## src/rtl/tdc_pkg.sv

```systemverilog
package tdc_pkg;

  typedef enum logic {
    CH_BATT = 1'b0,
    CH_VOL  = 1'b1
  } chan_e;

  function automatic chan_e other_chan(input chan_e c);
    return (c == CH_BATT) ? CH_VOL : CH_BATT;
  endfunction

endpackage

```

## src/rtl/tdc_edge_toggle.sv

```systemverilog
module tdc_edge_toggle
  import tdc_pkg::*;
(
  input  logic clk,
  input  logic rst,
  input  logic eoc_i,
  output logic rise_o,
  output logic sel_o,
  output logic flag_o
);

  logic  eoc_prev_q;
  chan_e sel_q;
  logic  flag_q;

  assign rise_o = eoc_i & ~eoc_prev_q;

  always_ff @(posedge clk) begin
    if (rst) begin
      eoc_prev_q <= 1'b0;
      sel_q      <= CH_BATT;
      flag_q     <= 1'b1;
    end else begin
      eoc_prev_q <= eoc_i;
      if (rise_o) begin
        sel_q  <= other_chan(sel_q);
        flag_q <= (sel_q == CH_VOL);
      end
    end
  end

  assign sel_o  = sel_q;
  assign flag_o = flag_q;

endmodule

```

## src/rtl/tdc_pulse_delay.sv

```systemverilog
module tdc_pulse_delay #(
  parameter int STAGES = 1
) (
  input  logic clk,
  input  logic rst,
  input  logic pulse_i,
  output logic pulse_o
);

  localparam int N = (STAGES < 1) ? 1 : STAGES;

  logic [N-1:0] pipe_q;

  genvar g;
  generate
    for (g = 0; g < N; g++) begin : g_stage
      if (g == 0) begin : g_first
        always_ff @(posedge clk) begin
          if (rst) pipe_q[0] <= 1'b0;
          else     pipe_q[0] <= pulse_i;
        end
      end else begin : g_rest
        always_ff @(posedge clk) begin
          if (rst) pipe_q[g] <= 1'b0;
          else     pipe_q[g] <= pipe_q[g-1];
        end
      end
    end
  endgenerate

  assign pulse_o = pipe_q[N-1];

endmodule

```

## src/rtl/tdc_hold_reg.sv

```systemverilog
module tdc_hold_reg #(
  parameter int DATA_W = 8
) (
  input  logic              clk,
  input  logic              rst,
  input  logic              load_i,
  input  logic [DATA_W-1:0] d_i,
  output logic [DATA_W-1:0] q_o
);

  logic [DATA_W-1:0] q_q;

  always_ff @(posedge clk) begin
    if (rst)         q_q <= '0;
    else if (load_i) q_q <= d_i;
  end

  assign q_o = q_q;

endmodule

```

## src/rtl/tdc_valid_timer.sv

```systemverilog
module tdc_valid_timer #(
  parameter int VALID_DLY = 7
) (
  input  logic clk,
  input  logic rst,
  input  logic start_i,
  output logic strobe_o
);

  localparam int CNT_W = $clog2(VALID_DLY + 1);
  localparam logic [CNT_W-1:0] LOAD = CNT_W'(VALID_DLY);
  localparam logic [CNT_W-1:0] ONE  = CNT_W'(1);

  logic [CNT_W-1:0] cnt_q;
  logic             strobe_q;

  always_ff @(posedge clk) begin
    if (rst) begin
      cnt_q    <= '0;
      strobe_q <= 1'b0;
    end else begin
      strobe_q <= 1'b0;
      if (start_i) begin
        cnt_q <= LOAD;
      end else if (cnt_q == ONE) begin
        cnt_q    <= '0;
        strobe_q <= 1'b1;
      end else if (cnt_q != '0) begin
        cnt_q <= cnt_q - ONE;
      end
    end
  end

  assign strobe_o = strobe_q;

endmodule

```

## src/rtl/tdc_capture_seq.sv

```systemverilog
module tdc_capture_seq #(
  parameter int DATA_W    = 8,
  parameter int EOC_DLY   = 1,
  parameter int VALID_DLY = 7
) (
  input  logic              clk,
  input  logic              rst,
  input  logic              eoc_i,
  input  logic [DATA_W-1:0] conv_res_i,
  output logic              chan_sel_o,
  output logic              vol_flag_o,
  output logic [DATA_W-1:0] held_res_o,
  output logic              res_valid_o
);

  logic eoc_rise;
  logic cap_pulse;

  tdc_edge_toggle u_toggle (
    .clk    (clk),
    .rst    (rst),
    .eoc_i  (eoc_i),
    .rise_o (eoc_rise),
    .sel_o  (chan_sel_o),
    .flag_o (vol_flag_o)
  );

  tdc_pulse_delay #(.STAGES(EOC_DLY)) u_dly (
    .clk     (clk),
    .rst     (rst),
    .pulse_i (eoc_rise),
    .pulse_o (cap_pulse)
  );

  tdc_hold_reg #(.DATA_W(DATA_W)) u_hold (
    .clk    (clk),
    .rst    (rst),
    .load_i (cap_pulse),
    .d_i    (conv_res_i),
    .q_o    (held_res_o)
  );

  tdc_valid_timer #(.VALID_DLY(VALID_DLY)) u_timer (
    .clk      (clk),
    .rst      (rst),
    .start_i  (cap_pulse),
    .strobe_o (res_valid_o)
  );

endmodule

```

## config.mk

```make
export PLATFORM = sky130hd
export DESIGN_NAME = tdc_capture_seq
export DESIGN_NICKNAME = d
export VERILOG_FILES = /design/src/rtl/tdc_pkg.sv /design/src/rtl/tdc_edge_toggle.sv /design/src/rtl/tdc_pulse_delay.sv /design/src/rtl/tdc_hold_reg.sv /design/src/rtl/tdc_valid_timer.sv /design/src/rtl/tdc_capture_seq.sv
export SDC_FILE = /design/constraint.sdc
export NUM_CORES = 1
export LEC_CHECK = 0
export BUFFER_PORTS_ARGS = -buffer_cell sky130_fd_sc_hd__buf_2
export CORE_AREA = 4 4 42 44
export CTS_CLUSTER_SIZE = 20
export DETAILED_ROUTE_END_ITERATION = 6
export DIE_AREA = 0 0 46 48
export PLACE_DENSITY = 0.8
export SLEW_MARGIN = 30
export SYNTH_ARGS = -nofsm -noshare
export SYNTH_HDL_FRONTEND = slang
export SYNTH_SLANG_ARGS = --single-unit
export TNS_END_PERCENT = 10
```

## constraint.sdc

```tcl
create_clock -name clk -period 1.4 [get_ports clk]
set_clock_uncertainty 0.05 [all_clocks]
set_input_delay 0.35 -clock clk [delete_from_list [all_inputs] [get_ports clk]]
set_output_delay 0.35 -clock clk [all_outputs]
set_load 0.005 [all_outputs]
```

Word level (Yosys, flattened, before mapping)
Index checks and enable logic that the tools add are counted.
- bits in registers: 16
- bits of input ports: 11
- output and inout bits: 11
- logic and storage cells: 19
- add/sub/neg operators: 1
- eq/ne operators: 1
- multiplexer cells: 5
- bitwise operators: 2
- reduce and logical (&&, ||, !) cells: 3
- operators by type and width (kind ; number):
    $mux W3 ; 3
    $reduce_bool A3 Y1 ; 2
    $eq A3 B1 Y1 const B ; 1
    $sub A3 B1 Y3 const B ; 1
    $mux W1 ; 2
    $reduce_or A2 Y1 ; 1
    $and A1 B1 Y1 ; 1
    $not A1 Y1 ; 1

Longest topological paths before layout
- depth after elaboration: 4
- depth in mapped cells: 5
- gate-level depth less buffers: 5

Hierarchy
A second synthesis with hierarchy kept.
- cell total of the unflattened synthesis: 57
- area total of the unflattened synthesis: 625.6 um2
- by module, submodules not included (module ; instances ; cells each ; area each (um2) ; seq. area each (um2)):
    tdc_hold_reg ; 1 ; 26 ; 285.3 ; 160.2
    tdc_valid_timer ; 1 ; 20 ; 198.9 ; 80.1
    tdc_edge_toggle ; 1 ; 9 ; 107.6 ; 60.1
    tdc_pulse_delay ; 1 ; 2 ; 33.8 ; 20.0

Least setup slack after synthesis
OpenSTA, ideal clock, no wires.
- path kind: flip-flop to flip-flop
- start point: reg u_timer.cnt_q[1]
- end point: reg u_timer.cnt_q[1]
- setup time: 91 ps
- arrival time: 1059 ps
- required time: 1259 ps
- setup slack: 200 ps
- stages on the path, launching flop included: 6
- buffers on the path: 0
- period minus slack after synthesis: 1200 ps
- cells stage by stage: dfxtp_1 > inv_1 > ha_1 > nor3b_2 > nor3b_1 > a311oi_1
- word-level cells in the longest chain between the ends: 4
- elaborated cells between the ends (all ways): 7
- those cells by class: 1 x add/sub; 1 x eq/ne; 3 x mux; 2 x reduce/logical
- RTL lines (item ; RTL line ; RTL):
    from (decl) ; tdc_valid_timer.sv:14 ; logic [CNT_W-1:0] cnt_q;
    from (signal assigned) ; tdc_valid_timer.sv:29 ; cnt_q <= cnt_q - ONE;
    $sub A3 B1 Y3 ; tdc_valid_timer.sv:29 ;
    $mux W3 ; tdc_valid_timer.sv:28 ; end else if (cnt_q != '0) begin
    $mux W3 ; tdc_valid_timer.sv:25 ; end else if (cnt_q == ONE) begin
    $mux W3 ; tdc_valid_timer.sv:23 ; if (start_i) begin
Parallel ways exist; a longest one is shown, timed or not. The select of a mux whose other input is x is not followed.
A chain may end at the register's enable or synchronous reset.

Worst setup path in the final report
- start point: reg u_timer.cnt_q[0]
- end point: reg u_timer.cnt_q[1]
Same word-level chain as after synthesis.

==> reports/results.ini <==
[timing]
fmaxAchievable_ghz = 0.786
fin_tns_setup_ps = 0
worstMarginPinSlew_ps = 357
slew-limit-headroom_pct = 76.2
setup_violations = 0
rsz0062_at_grt = no
hold_viol_final = 0
min_period_over_period_pct = 90.9
maxSlewViolCount = 0
finalCriticalPeriod_ps = 1270

[worst_setup_path]
startpoint_type = register
crit_type = register to register
crit_arrival_ps = 1420
reg2reg_from = u_timer.cnt_q[0]$_SDFFE_PP0P_
critPathMaxStageDelay_ps = 320
cp_num_buf_inv = 1
crit_path_cell_trace = inv_1, ha_1, nor3b_2, nor3b_1, a311oi_1
cp_data_required_time_ps = 1550
cp-startpoint = u_timer.cnt_q[0]$_SDFFE_PP0P_
cp_slowest_cell = dfxtp_1
r2r_slack_ps = 130
critPathTopFamily = simple AND/OR/NAND/NOR gates
crit_path_max_fanout = 3
worst_setup_path_end_kind = register

[yosys]
synth_top_area_cell = dfxtp_1
synth_most_common_cell = dfxtp_1
synth_edf_count = 0
seq_area_frac_synth_pct = 52.9
post_synth.cell_area_avg_um2 = 10.8
synth-seq-cells = 16
synth_warnings = 0
synth_nets = 70
synth_cell_type_count = 17
yosysTopAreaCellShare_pct = 52.9
async_reset_ff_share_pct = 0
syn_inst = 56
syn_area_um2 = 606
synth_area_leaders = dfxtp_1 53%, mux2i_1 13%, ha_1 6.2%
synthFlopType = dfxtp_1
ys_top_cells_by_count = 16 x dfxtp_1, 9 x nor2_1, 8 x mux2i_1, 4 x nor2b_1

[drt]
vias = 464
drc = 0
first_pass_iters = 4
viasPerCell = 4.83
wl_mm = 1.12
wire_per_inst_um = 11.6
antenna_left = 0
drtIter0Drc = 6

[clock_tree]
cts_hold_buf = 0
clock_latency_ps = 280
cts.clk_slew.worst_paths_ps = 90
cts_made_buffers = 3
cts_root_buf = clkbuf_4
numClockSinks = 16
htreeDepth = 1
cts_tree = yes
cts_buffer_depth = 2

[die]
num_io_pins = 22
rows = 14
initial_core_util_pct = 42.2
core-area_um2 = 1440
die_x_um = 46
die_y_um = 48
die_area_um2 = 2210

[min_path]
hold_class = primary input to register
hp-start = conv_res_i[5]

[placed_design]
gp_congestion = 0.613
dp_hpwl_um = 856
io_buffers = 21
placed_area_um2 = 727

[grt]
gr-total-overflow = 0
grt_pass1_vias = 405
grt_start_max_net_pins = 16
grt_pass1_wl_mm = 1.70
grt_util_all_layers_pct = 10.9
antenna_found_initial = 0

[outcome]
run_status = finished clean

[power]
power_density_nw_per_um2 = 1530
ir_drop_v = 0.000707
p_leak_nw = 0.354

[finish]
nets = 95
fin_area_um2 = 766
drive_gt1_share_pct = 35.0
area_delta_synth_final_pct = 26.4
n_antenna_cell = 0
utilization_pct = 53.3

[job]
cap_violations = 0

## sequential cells by signal, summed over array words and instances (netlist names)
register and flops:
u_timer.cnt_q 3, u_toggle.eoc_prev_q 1, u_hold.q_o 8, u_toggle.flag_o 1
u_timer.strobe_o 1, u_toggle.sel_o 1, u_dly.pulse_o 1
## placed cells by master (no fill, tap or decap), drive strengths merged
cell	Yosys	layout
clkbuf	1	4
o21ai	1	1
inv	3	3
nor3b	2	2
mux2i	8	8
nor4b	1	1
nor2b	4	4
buf	1	22
a211o	1	1
nor2	9	9
o31ai	1	1
ha	3	3
a311oi	1	1
dfxtp	16	16
a21oi	2	2
xnor2	2	2
## metal layers
layer,up-vias,share of wire [%],global-route usage (%),routed length [um]
met4,0,0,6.82,0
met5,-,0,0,0
met1,217,44,12.9,488
met2,11,52,17.9,583
met3,0,4.1,2.63,46
li1,236,-,-,-
## report_power, final
part	switching [mW]	internal (mW)	total [mW]
Combinational	0.152	0.164	0.315
Sequential	0.0386	0.520	0.559
Clock	0.140	0.158	0.298
## timing repair
action | in CTS | in global routing
resized for setup | 0 | 1
buffers inserted | 0 | 0
setup endpoints to repair | 0 | 1
## metrics by stage
step | total power, mW | hold WS [ps] | instances | setup slack, ps
after floorplan | 0.799 | 342 | 56 | 200
after global placement | 0.862 | 356 | 92 | 154
after detailed placement | 0.885 | 360 | 92 | 74.7
after CTS | 1.18 | 245 | 96 | 56.8
after global routing | 1.25 | 244 | 96 | 14.3
final | 1.17 | 244 | 96 | 128
## path summary, 6_finish.rpt
path	endpoint	depth (start not counted)
max	u_timer.cnt_q[1]$_SDFFE_PP0P_	5
min	u_hold.q_o[5]$_SDFFE_PP0P_	3
max reg2reg	u_timer.cnt_q[1]$_SDFFE_PP0P_	5
min reg2reg	u_dly.pulse_o$_SDFF_PP0_	1
## cells by family (layout without fill, tap and decap cells)
| kind of cell | Yosys count | in the layout | synth area share [%] |
|---|---|---|---|
| AO/OA/AOI/OAI | 6 | 6 | 6.61 |
| adder cells (fa/ha/maj) | 3 | 3 | 6.20 |
| multiplexers | 8 | 8 | 13.2 |
| XOR/XNOR | 2 | 2 | 2.89 |
| flip-flops | 16 | 16 | 52.9 |
| AND/OR/NAND/NOR | 16 | 16 | 14.5 |
| buffers and inverters | 5 | 29 | 3.72 |
## worst register-to-register path, cell delays in order, from the launching register on
cell and delay (ps):
dfxtp_1 320, inv_1 110, ha_1 180, nor3b_2 250
nor3b_1 90, a311oi_1 190
## layout make-up
type	count	area, um^2
clock buffer	4	36.3
inverter	3	11.3
fill	138	671
multi-input combinational	35	265
tap	16	20.0
timing repair buffer	22	113
sequential	16	320
No activity file was read; power rests on OpenSTA's default activity.
